--- src/rtl/brk_pkg.sv ---
package brk_pkg;

    typedef enum logic [1:0] {
        CYC_FETCH = 2'b00,
        CYC_READ  = 2'b01,
        CYC_WRITE = 2'b10,
        CYC_IDLE  = 2'b11
    } cyc_e;

    typedef struct packed {
        logic       flag;
        logic       any_master;
        logic [2:0] mask_code;
        logic [1:0] cond;
        logic       ie;
    } ctl_t;

    // number of low address bits left out of the compare
    function automatic int mask_width(logic [2:0] code);
        case (code)
            3'd0:    return 0;
            3'd1:    return 1;
            3'd2:    return 2;
            3'd3:    return 3;
            3'd4:    return 4;
            3'd5:    return 8;
            3'd6:    return 12;
            default: return 16;
        endcase
    endfunction

endpackage

--- src/rtl/brk_match.sv ---
module brk_match
    import brk_pkg::*;
#(
    parameter int ADDR_W = 24
) (
    input  ctl_t              ctl,
    input  logic [ADDR_W-1:0] ref_addr,
    input  logic              bus_valid,
    input  logic [ADDR_W-1:0] bus_addr,
    input  cyc_e              bus_kind,
    input  logic              bus_dma,
    output logic              hit
);

    logic [ADDR_W-1:0] care;
    logic              kind_ok;
    logic              master_ok;
    logic              addr_ok;
    int                width;

    always_comb begin
        width = mask_width(ctl.mask_code);
        for (int i = 0; i < ADDR_W; i++) begin
            care[i] = (i >= width);
        end
    end

    always_comb begin
        case (ctl.cond)
            2'b00:   kind_ok = (bus_kind == CYC_FETCH);
            2'b01:   kind_ok = (bus_kind == CYC_READ);
            2'b10:   kind_ok = (bus_kind == CYC_WRITE);
            default: kind_ok = (bus_kind == CYC_READ) || (bus_kind == CYC_WRITE);
        endcase
    end

    assign master_ok = !bus_dma || ctl.any_master;
    assign addr_ok   = (((bus_addr ^ ref_addr) & care) == '0);
    assign hit       = bus_valid && kind_ok && master_ok && addr_ok;

endmodule

--- src/rtl/brk_chan.sv ---
module brk_chan
    import brk_pkg::*;
#(
    parameter  int ADDR_W = 24,
    localparam int NBYTES = (ADDR_W + 7) / 8
) (
    input  logic              clk,
    input  logic              rst_n,
    input  logic              ctl_wr,
    input  logic              ctl_rd,
    input  logic [NBYTES-1:0] addr_wr,
    input  logic [7:0]        wdata,
    input  logic              hit,
    output ctl_t              ctl_q,
    output logic [ADDR_W-1:0] ref_addr_q
);

    typedef struct packed {
        ctl_t              ctl;
        logic              armed;
        logic [ADDR_W-1:0] addr;
    } chan_st_t;

    chan_st_t st_d, st_q;
    logic [NBYTES*8-1:0] addr_wide;

    always_comb begin
        st_d = st_q;
        addr_wide = '0;
        addr_wide[ADDR_W-1:0] = st_q.addr;

        if (ctl_wr) begin
            st_d.ctl.any_master = wdata[6];
            st_d.ctl.mask_code  = wdata[5:3];
            st_d.ctl.cond       = wdata[2:1];
            st_d.ctl.ie         = wdata[0];
            if (!wdata[7] && st_q.armed) begin
                st_d.ctl.flag = 1'b0;
            end
            st_d.armed = 1'b0;
        end else if (ctl_rd && st_q.ctl.flag) begin
            st_d.armed = 1'b1;
        end

        for (int b = 0; b < NBYTES; b++) begin
            if (addr_wr[b]) begin
                addr_wide[b*8 +: 8] = wdata;
            end
        end
        st_d.addr = addr_wide[ADDR_W-1:0];

        // a bus match outranks a clear in the same cycle
        if (hit) begin
            st_d.ctl.flag = 1'b1;
        end
    end

    always_ff @(posedge clk) begin
        if (!rst_n) begin
            st_q <= '0;
        end else begin
            st_q <= st_d;
        end
    end

    assign ctl_q      = st_q.ctl;
    assign ref_addr_q = st_q.addr;

endmodule

--- src/rtl/brk_unit.sv ---
module brk_unit
    import brk_pkg::*;
#(
    parameter int ADDR_W = 24,
    parameter int NCH    = 2,
    parameter int OFS_W  = 3
) (
    input  logic              clk,
    input  logic              rst_n,
    input  logic              reg_en,
    input  logic              reg_wr,
    input  logic [OFS_W-1:0]  reg_addr,
    input  logic [7:0]        reg_wdata,
    output logic [7:0]        reg_rdata,
    input  logic              bus_valid,
    input  logic [ADDR_W-1:0] bus_addr,
    input  logic [1:0]        bus_kind,
    input  logic              bus_dma,
    output logic              irq
);

    localparam int NBYTES = (ADDR_W + 7) / 8;

    ctl_t              ctl_q   [NCH];
    logic [ADDR_W-1:0] ref_q   [NCH];
    logic [NCH-1:0]    flag_vec;
    logic [NCH-1:0]    ie_vec;
    logic              rd_acc;
    logic              wr_acc;
    cyc_e              kind;

    assign rd_acc = reg_en && !reg_wr;
    assign wr_acc = reg_en && reg_wr;
    assign kind   = cyc_e'(bus_kind);

    for (genvar c = 0; c < NCH; c++) begin : g_ch
        logic              sel_ctl;
        logic [NBYTES-1:0] sel_byte;
        logic              hit;

        assign sel_ctl = (reg_addr == OFS_W'(c));
        for (genvar j = 0; j < NBYTES; j++) begin : g_byte
            assign sel_byte[j] = wr_acc && (reg_addr == OFS_W'(NCH + c*NBYTES + j));
        end

        brk_match #(.ADDR_W(ADDR_W)) u_match (
            .ctl       (ctl_q[c]),
            .ref_addr  (ref_q[c]),
            .bus_valid (bus_valid),
            .bus_addr  (bus_addr),
            .bus_kind  (kind),
            .bus_dma   (bus_dma),
            .hit       (hit)
        );

        brk_chan #(.ADDR_W(ADDR_W)) u_chan (
            .clk        (clk),
            .rst_n      (rst_n),
            .ctl_wr     (wr_acc && sel_ctl),
            .ctl_rd     (rd_acc && sel_ctl),
            .addr_wr    (sel_byte),
            .wdata      (reg_wdata),
            .hit        (hit),
            .ctl_q      (ctl_q[c]),
            .ref_addr_q (ref_q[c])
        );

        assign flag_vec[c] = ctl_q[c].flag;
        assign ie_vec[c]   = ctl_q[c].ie;
    end

    always_comb begin
        logic [NBYTES*8-1:0] wide;
        reg_rdata = '0;
        wide      = '0;
        if (rd_acc) begin
            for (int c = 0; c < NCH; c++) begin
                wide = '0;
                wide[ADDR_W-1:0] = ref_q[c];
                if (reg_addr == OFS_W'(c)) begin
                    reg_rdata = ctl_q[c];
                end
                for (int j = 0; j < NBYTES; j++) begin
                    if (reg_addr == OFS_W'(NCH + c*NBYTES + j)) begin
                        reg_rdata = wide[j*8 +: 8];
                    end
                end
            end
        end
    end

    assign irq = |(flag_vec & ie_vec);

endmodule

--- config.mk ---
export PLATFORM = sky130hd
export DESIGN_NAME = brk_unit
export DESIGN_NICKNAME = d
export VERILOG_FILES = /design/src/rtl/brk_pkg.sv /design/src/rtl/brk_match.sv /design/src/rtl/brk_chan.sv /design/src/rtl/brk_unit.sv
export SDC_FILE = /design/constraint.sdc
export NUM_CORES = 1
export LEC_CHECK = 0
export BUFFER_PORTS_ARGS = -buffer_cell sky130_fd_sc_hd__buf_2
export CAP_MARGIN = 10
export CELL_PAD_IN_SITES_DETAIL_PLACEMENT = 1
export CELL_PAD_IN_SITES_GLOBAL_PLACEMENT = 2
export CORE_MARGIN = 4
export CORE_UTILIZATION = 39
export DETAILED_ROUTE_END_ITERATION = 10
export PLACE_DENSITY = 0.87
export SYNTH_ARGS = -nofsm -noshare
export SYNTH_HDL_FRONTEND = slang
export SYNTH_SLANG_ARGS = --single-unit
--- constraint.sdc ---
create_clock -name clk -period 3.85 [get_ports clk]
set_clock_uncertainty 0.15 [all_clocks]
set_input_delay 0.385 -clock clk [delete_from_list [all_inputs] [get_ports clk]]
set_output_delay 0.385 -clock clk [all_outputs]
set_load 0.1 [all_outputs]
==> impl_metrics.tcl, run 1 <==
set metrics [dict create \
    outcome "completed" \
    drtAntennaViolNets 0 \
    hpwl_um 8760 \
    grt.total_usage_pct 21.5 \
    yosys.area_share.xor_xnor_pct 10.6 \
    finalCritPeriodShare_pct 72.6 \
    vias 3166 \
    max_freq_mhz 358 \
    synth_nets 451 \
    htree_levels 3 \
    syn_area_um2 3950 \
    cp-end-kind "primary output" \
    yosys.area_share.simple_pct 16.9 \
    postCtsHoldBufs 0 \
    pwr-share-comb_pct 11.0 \
    synth_top_family_by_area "multiplexers" \
    async_flop_share_pct 0 \
    maxSlewHeadroom_pct 42.6 \
    seqCellArea_um2 1320 \
    finalNonFillerCells 578 \
    antenna_found_initial 0 \
    hp-class "in2reg" \
    crit_required_ps 3310 \
    fillers 1174 \
    finalHoldViolCount 0 \
    diodes 0 \
    switching_share_pct 25.5 \
    ys_seq_elements 66 \
    grt_max_degree 68 \
    die-area_um2 11800 \
    cts_resized 0 \
    synth.distinct_cells 55 \
    cts_setup_buffers 0 \
    avgViaCountPerCell 5.48 \
    seqPwrFrac_pct 43.8 \
    internal_power_mw 1.19 \
    place_congestion 0.855 \
    crit_fanout 30 \
    worst_pin_slew_ps 861 \
    clock_sinks 66 \
    cts-root-buf "clkbuf_8" \
    cts_tree "done" \
    synth_compound_area_share_pct 11.3 \
    cp.arrival_ps 2260 \
    rsz0062_at_grt "no" \
    grt_pass1_wl_um 18900 \
    yosysWarnings 0 \
    clk_latency_ps 360 \
    yosysTopAreaCell "dfxtp_1" \
    start_util_pct 40.3 \
    syn_inst 405 \
    synth_most_common_cell "dfxtp_1" \
    drive_gt1_share_pct 19.8 \
    fin_nets 486 \
    clk_pin_slew_ps 80 \
    grt_pass1_vias 3436 \
    coreArea_um2 9820 \
    crit_path_start_kind "input pin" \
    drc 0 \
    p_sw_uw 407 \
    ys_seq_area_share_pct 33.4 \
    fin_tns_setup_ps 0 \
    synth.top_cells.by_area "dfxtp_1 (33%), mux2i_1 (16%), nor2b_1 (8.9%)" \
    synth_edf_count 0 \
    synth-main-ff-cell "dfxtp_1" \
    multi_input_area_um2 2460 \
    cts_inserted_buffers 9 \
    maxCapViolCount 0 \
    port_buffers 51 \
    routed_wl_um 11900 \
    dp.cells 562 \
    io_pins 52 \
    wl_per_cell_um 20.6 \
    die_w_um 109 \
    leakagePower_nw 1.86 \
    power_density_nw_per_um2 357 \
    setup_viol 0 \
    ir_drop_mv 0.191 \
    drtIter0Drc 100 \
    synth_commonest_cells "dfxtp_1 (66), mux2i_1 (62), nor2b_1 (56), xor2_1 (32), xnor2_1 (16)" \
    cts_buffer_depth 2 \
    syn2layout_area_growth_pct 13.3 \
    fp.dieH_um 109 \
    worstSetupPathType "in2out" \
    std_cell_rows 36 \
    first_pass_iters 5 \
    slew_viol_final 0 \
    postSynthAreaPerCell_um2 9.76 \
    gr-total-overflow 0 \
    synth_fa_ha_area_share_pct 0.949 \
    clkPwrFrac_pct 45.2 \
    period_needed_ps 2800 \
    yosysTopAreaCellShare_pct 33.4 \
    synthMuxAreaShare_pct 22.5 \
]
## worst max-delay path, stage by stage
cell and delay [ps]:
buf_2 640, and2b_1 360, a22oi_1 210, o22ai_1 130, o21a_1 220, buf_2 290
## state kept, by name, summed over array words and instances (netlist names)
name                    flops
g_ch.u_chan.ref_addr_q     48
g_ch.u_chan.st_q            2
g_ch.u_chan.ctl_q          16
## stage by stage
stage	hold WS (ps)	power [mW]	setup slack, ps	util, %	cell area [um2]
2_1_floorplan	279	0.827	916	-	3950
3_5_place_dp	335	0.889	1070	43.2	4240
3_3_place_gp	305	0.885	1120	43.2	4240
5_1_grt	233	1.65	937	45.6	4480
6_report	234	1.60	1050	45.6	4480
4_1_cts	223	1.60	1070	45.6	4480
## kinds of logic after synthesis
kind of cell / Yosys count
and+or+nand+nor: 112
muxes: 80
DFF: 66
AOI/OAI and AO/OA: 60
xor gates and xnor gates: 48
buffers and inverters: 36
adders and majority gates: 3
## layout make-up
class	instances	area share (%)
inverter	8	0.671
clock inverter	5	2.29
sequential	66	29.5
timing repair buffer	52	5.87
multi-input combinational	303	55.0
clock buffer	11	2.93
tap	133	3.72
## final timing paths
check | from | slack [ps] | to | cells after the start
worst min register to register | g_ch[1].u_chan.st_q[24]$_SDFFE_PP0P_ | 350 | g_ch[1].u_chan.st_q[24]$_SDFFE_PP0P_ | 2
worst min-delay path | reg_wdata[6] | 230 | g_ch[1].u_chan.ref_addr_q[6]$_SDFFE_PN0P_ | 3
worst max-delay path | reg_addr[0] | 1050 | reg_rdata[3] | 6
worst max register to register | g_ch[0].u_chan.ref_addr_q[10]$_SDFFE_PN0P_ | 2090 | g_ch[0].u_chan.ctl_q[7]$_SDFFE_PN0P_ | 4
## power groups by stage
stage	Sequential [mW]	Combinational, mW	Clock [mW]
final	0.700	0.175	0.722
after global placement	0.715	0.170	0
after detailed placement	0.715	0.174	0
after floorplan	0.712	0.115	0
after global routing	0.701	0.190	0.760
after CTS	0.700	0.175	0.725
## cells in the final DEF (no fill, tap or decap), types with 8 or more instances in the layout
cell type   n
inv_1       8
nor2_1     13
xnor2_1    16
dfxtp_1    66
buf_2      51
a21boi_0    8
nor2b_1    56
mux2_2      8
o21ai_0     9
xor2_1     32
clkbuf_8    9
nand2_1    15
a22oi_1    12
mux2i_1    62
## metal layers
layer / part of all wire, % / vias up / track usage, %
met5: 0 / - / 0
met4: 2.8 / 0 / 9.56
met3: 3.3 / 26 / 3.20
met2: 48 / 69 / 35.3
met1: 46 / 1573 / 28.1
li1: - / 1498 / -
Power figures use the tool's default switching activity.
==> run 2: changes to the inputs <==
- ABC_AREA: default -> 1
- CORE_UTILIZATION: 39 -> 30
- PLACE_DENSITY: 0.87 -> 0.82
- clock period: 3.85 -> 2.9 ns (I/O delays scaled with it)
==> run 2 against run 1 <==
Critical endpoint is now reg_rdata[0]. Via count increased by 39%. Sequential cell count unchanged. Die area grew 28%. Sequential share of layout area decreased by 1.4 points. Utilization is 8.8 points lower. Synthesized cell count up 64%. Largest cell class unchanged. Non-clock buffer count is 2 higher.
==> impl_metrics.tcl, run 2 <==
set metrics [dict create \
    ir_drop_mv 0.230 \
    hold_ws_ps 125 \
    cts_buffer_depth 2 \
    critPathBufInv 3 \
    htree_levels 3 \
    std_cell_rows 41 \
    pwr-share-comb_pct 13.0 \
    hp-start "reg_wdata[7]" \
    synth-main-ff-cell "dfxtp_1" \
    synth_most_common_cell "nand2_1" \
    cts_setup_buffers 0 \
    ys_seq_elements 66 \
    critPathCapture "reg_rdata[0]" \
    finalHoldViolCount 0 \
    routed_wl_um 15600 \
    finalCritPeriodShare_pct 86.0 \
    clock_sinks 66 \
    fin_tns_setup_ps 0 \
    start_util_pct 31.0 \
    startpoint "reg_addr[1]" \
    yosysTopAreaCell "dfxtp_1" \
    clkPwrFrac_pct 48.2 \
    async_flop_share_pct 0 \
    setup_slack_ps 407 \
    crit_top_cell "nand2_1" \
    crit_slowest_cell "buf_2" \
    synth.top_cells.by_area "dfxtp_1 (33%), nand2_1 (18%), o21ai_0 (11%)" \
    crit_required_ps 2460 \
    leakagePower_nw 2.18 \
    reg2reg_slack_ps 1220 \
    seqPwrFrac_pct 38.8 \
    synth.distinct_cells 25 \
    ys_seq_area_share_pct 33.3 \
    crit_path_start_kind "input pin" \
    crit_fanout 7 \
    cts_inserted_buffers 9 \
    switching_share_pct 26.9 \
    drive_gt1_share_pct 10.7 \
    cts-root-buf "clkbuf_16" \
    synth_edf_count 0 \
    syn_inst 663 \
    postSynthAreaPerCell_um2 5.98 \
    gr-total-overflow 0 \
    syn_area_um2 3960 \
    synth_nets 709 \
    io_pins 52 \
    grt.total_usage_pct 21.5 \
    place_congestion 0.906 \
    avgViaCountPerCell 4.92 \
    vias 4387 \
    cp.arrival_ps 2050 \
    period_needed_ps 2490 \
    fin_util_pct 36.8 \
    drtAntennaViolNets 0 \
    grt_pass1_wl_um 24300 \
    maxSlewHeadroom_pct 59.0 \
    dpl_cell_area_um2 4380 \
    first_pass_iters 4 \
    clk_pin_slew_ps 60 \
    die-area_um2 15100 \
    hpwl_um 12300 \
    maxCapViolCount 0 \
    port_buffers 51 \
    antenna_found_initial 0 \
    diodes 0 \
    hp-class "in2reg" \
    fp.dieH_um 123 \
    final_cell_mix "nand2_1 (190), inv_1 (101), o21ai_0 (91)" \
    slew_viol_final 0 \
    die_w_um 123 \
    yosysTopAreaCellShare_pct 33.3 \
    final_common_cell "nand2_1" \
    rsz0062_at_grt "no" \
    cts_resized 0 \
    worst_r2r_endpoint "g_ch[1].u_chan.ctl_q[7]$_SDFFE_PN0P_" \
    finish.instance_area_um2 4700 \
    drc 0 \
    wl_per_cell_um 17.6 \
    outcome "completed" \
    cpPeakStageDelay_ps 460 \
    yosysWarnings 0 \
    path_cells "buf_2 > nor2_1 > nand2_1 > inv_1 > nand2_1 > nand3_1 > nor2_1 > nand2_1 > nand2_1 > a21oi_1 > buf_2" \
    grt_max_degree 25 \
    power_density_nw_per_um2 518 \
    synth_commonest_cells "nand2_1 (190), inv_1 (101), o21ai_0 (91), a21oi_1 (81), dfxtp_1 (66)" \
    fin_nets 760 \
    ff2ff_path_depth 8 \
    internal_power_mw 1.78 \
    syn2layout_area_growth_pct 18.6 \
    clk_latency_ps 340 \
    setup_viol 0 \
    r2r-start "g_ch[1].u_chan.ctl_q[5]$_SDFFE_PN0P_" \
    crit_cells 11 \
    path_delay_family "simple AND/OR/NAND/NOR gates" \
    grt_pass1_vias 4468 \
    max_freq_mhz 401 \
    postCtsHoldBufs 0 \
    fillers 1732 \
    largest_register_ffs 48 \
    cts_tree "done" \
    coreArea_um2 12800 \
    worst_pin_slew_ps 613 \
    drtIter0Drc 235 \
    cp-end-kind "primary output" \
    p_sw_uw 655 \
    place_ws_ps 445 \
    worstSetupPathType "in2out" \
]
## run 2: power by group through the flow
stage | clock [mW] | combinational (mW) | sequential (mW)
after floorplan | 0 | 0.194 | 0.956
after global placement | 0 | 0.306 | 0.964
after detailed placement | 0 | 0.314 | 0.964
after CTS | 1.19 | 0.316 | 0.945
after global routing | 1.23 | 0.356 | 0.947
final | 1.17 | 0.317 | 0.945
## run 2: metrics by stage
stage               power, mW  instances
global placement         1.27        875
detailed placement       1.28        875
CTS                      2.45        891
global route             2.53        891
floorplan                1.15        663
finish                   2.44        891
## run 2: final cells by class
type | instances | area, um2 | area share [%]
timing repair buffer | 54 | 278 | 5.91
sequential | 66 | 1320 | 28.1
clock buffer | 15 | 288 | 6.12
clock inverter | 1 | 30.0 | 0.639
multi-input combinational | 477 | 2170 | 46.1
tap | 172 | 215 | 4.58
inverter | 106 | 400 | 8.52
## run 2: cells by family after synthesis
family          Yosys count  synth area share, %
xor+xnor                  9                 1.99
fa+ha+maj                 3                0.947
simple gates            284                 28.4
compound gates          181                 23.4
flops                    66                 33.3
buf+inv                 120                 11.9
## run 2: how the worst min path moves through the flow
| stage | cells past startpoint | slack (ps) | endpoint |
|---|---|---|---|
| global placement | 2 | 330 | g_ch[0].u_chan.ctl_q[7]$_SDFFE_PN0P_ |
| CTS | 3 | 140 | g_ch[0].u_chan.ref_addr_q[23]$_SDFFE_PN0P_ |
| floorplan | 2 | 270 | g_ch[0].u_chan.ctl_q[0]$_SDFFE_PN0P_ |
| detailed placement | 2 | 340 | g_ch[1].u_chan.ref_addr_q[19]$_SDFFE_PN0P_ |
| finish | 3 | 130 | g_ch[0].u_chan.ref_addr_q[23]$_SDFFE_PN0P_ |
| global route | 3 | 200 | g_ch[0].u_chan.ref_addr_q[23]$_SDFFE_PN0P_ |
## run 2: worst min-delay path, stage by stage
cell and delay [ps]:
buf_2 80, o21ai_0 70, a21oi_1 120
## run 2: per-layer routing
layer | GRT usage (%) | vias to the layer above | share of wire, %
met5 | 0 | - | 0
met4 | 7.14 | 0 | 2.0
met3 | 2.84 | 22 | 3.9
met2 | 35.0 | 95 | 46
met1 | 29.4 | 2064 | 49
li1 | - | 2206 | -
==> run 3: changes to the inputs <==
- PLACE_DENSITY: 0.82 -> 0.86
==> run 3 against run 2 <==
Clock-buffer cell count is 4 lower. Critical path type unchanged. Register-to-register slack better by 30 ps. Sequential power hardly changed. Utilization hardly changed. Non-clock buffer count stayed put. Largest cell class unchanged.
==> impl_metrics.tcl, run 3 (synthesis results as in run 2) <==
set metrics [dict create \
    path_cells "buf_2 > nor2_1 > nand2_1 > nor2_1 > a21oi_1 > o21ai_0 > o21ai_0 > a21oi_1 > buf_2" \
    hpwl_um 12100 \
    avgViaCountPerCell 4.96 \
    finalHoldViolCount 0 \
    die-area_um2 15100 \
    final_cell_mix "nand2_1 (190), inv_1 (101), o21ai_0 (91)" \
    cts-root-buf "clkbuf_16" \
    coreArea_um2 12800 \
    crit_path_start_kind "input pin" \
    maxCapViolCount 0 \
    clk_latency_ps 340 \
    cts_setup_buffers 0 \
    drc 0 \
    grt.total_usage_pct 20.9 \
    place_congestion 0.904 \
    cts_resized 0 \
    htree_levels 3 \
    hold_ws_ps 123 \
    cts_tree "done" \
    largest_register_ffs 48 \
    cpPeakStageDelay_ps 490 \
    path_delay_family "simple AND/OR/NAND/NOR gates" \
    port_buffers 51 \
    wl_per_cell_um 17.0 \
    gr-total-overflow 0 \
    first_pass_iters 4 \
    grt_max_degree 26 \
    routed_wl_um 15100 \
    drtAntennaViolNets 0 \
    slew_viol_final 0 \
    worstSetupPathType "in2out" \
    postCtsHoldBufs 0 \
    setup_slack_ps 413 \
    critPathBufInv 2 \
    period_needed_ps 2490 \
    antenna_found_initial 0 \
    worst_pin_slew_ps 591 \
    place_ws_ps 464 \
    grt_pass1_vias 4475 \
    grt_pass1_wl_um 23900 \
    cts_inserted_buffers 9 \
    finish.instance_area_um2 4700 \
    power_density_nw_per_um2 522 \
    die_w_um 123 \
    dpl_cell_area_um2 4380 \
    dp.cells 875 \
    leakagePower_nw 2.18 \
    outcome "completed" \
    fin_util_pct 36.8 \
    cts_buffer_depth 2 \
    fp.dieH_um 123 \
    io_pins 52 \
    vias 4420 \
    drive_gt1_share_pct 10.8 \
    fin_tns_setup_ps 0 \
    final_common_cell "nand2_1" \
    hp-class "in2reg" \
    syn2layout_area_growth_pct 18.7 \
    crit_required_ps 2460 \
    max_freq_mhz 402 \
    clk_pin_slew_ps 60 \
    std_cell_rows 41 \
    drtIter0Drc 275 \
    crit_fanout 7 \
    ir_drop_mv 0.235 \
    setup_viol 0 \
    rsz0062_at_grt "no" \
    finalCritPeriodShare_pct 85.8 \
    fin_nets 760 \
    maxSlewHeadroom_pct 60.5 \
    start_util_pct 31.0 \
    crit_slowest_cell "buf_2" \
    finalNonFillerCells 891 \
    diodes 0 \
    cp.arrival_ps 2050 \
    total_power_mw 2.45 \
    cp-end-kind "primary output" \
    clock_sinks 66 \
]
## run 3: changes by cell type in the layout (fill, tap and decap cells not counted), sizes merged
cell and delta:
bufinv +1, clkbuf -4, clkinv +2, clkinvlp +1
## run 3: path summary, 6_finish.rpt
| check | from | endpoint | slack, ps | cells past startpoint |
|---|---|---|---|---|
| worst max register to register | g_ch[1].u_chan.ctl_q[5]$_SDFFE_PN0P_ | g_ch[1].u_chan.ctl_q[7]$_SDFFE_PN0P_ | 1250 | 8 |
| worst min-delay path | reg_wdata[7] | g_ch[0].u_chan.ref_addr_q[23]$_SDFFE_PN0P_ | 120 | 3 |
| worst min register to register | g_ch[1].u_chan.ref_addr_q[17]$_SDFFE_PN0P_ | g_ch[1].u_chan.ref_addr_q[17]$_SDFFE_PN0P_ | 330 | 2 |
| worst max-delay path | reg_addr[1] | reg_rdata[4] | 410 | 9 |
## run 3: report_power, final
group          total [mW]  leakage [nW]  switching, mW  internal (mW)
logic               0.315          1.49          0.220         0.0950
registers           0.945         0.534         0.0184          0.926
clock network        1.19         0.156          0.421          0.773
## run 3: worst register-to-register path: stages, from the launching register on
cell and delay, ps:
dfxtp_1 450, nand3_1 210, nand3_1 120, nand2_1 60
nor2_1 150, nand3_1 120, nor2_1 200, nor2_1 60
nor2_1 70
## run 3: routing by layer
metal | up-vias | track usage [%] | wire (um)
met1 | 2089 | 28.5 | 7040
met4 | 0 | 7.14 | 297
met5 | - | 0 | 0
met3 | 21 | 3.43 | 732
met2 | 108 | 33.7 | 7050
li1 | 2202 | - | -
## run 3: area by class of cell
cell class | instances | area, um2
clock buffer | 11 | 243
inverter | 106 | 400
timing repair buffer | 54 | 278
multi-input combinational | 477 | 2170
sequential | 66 | 1320
clock inverter | 5 | 77.6
fill | 1723 | 8070
tap | 172 | 215
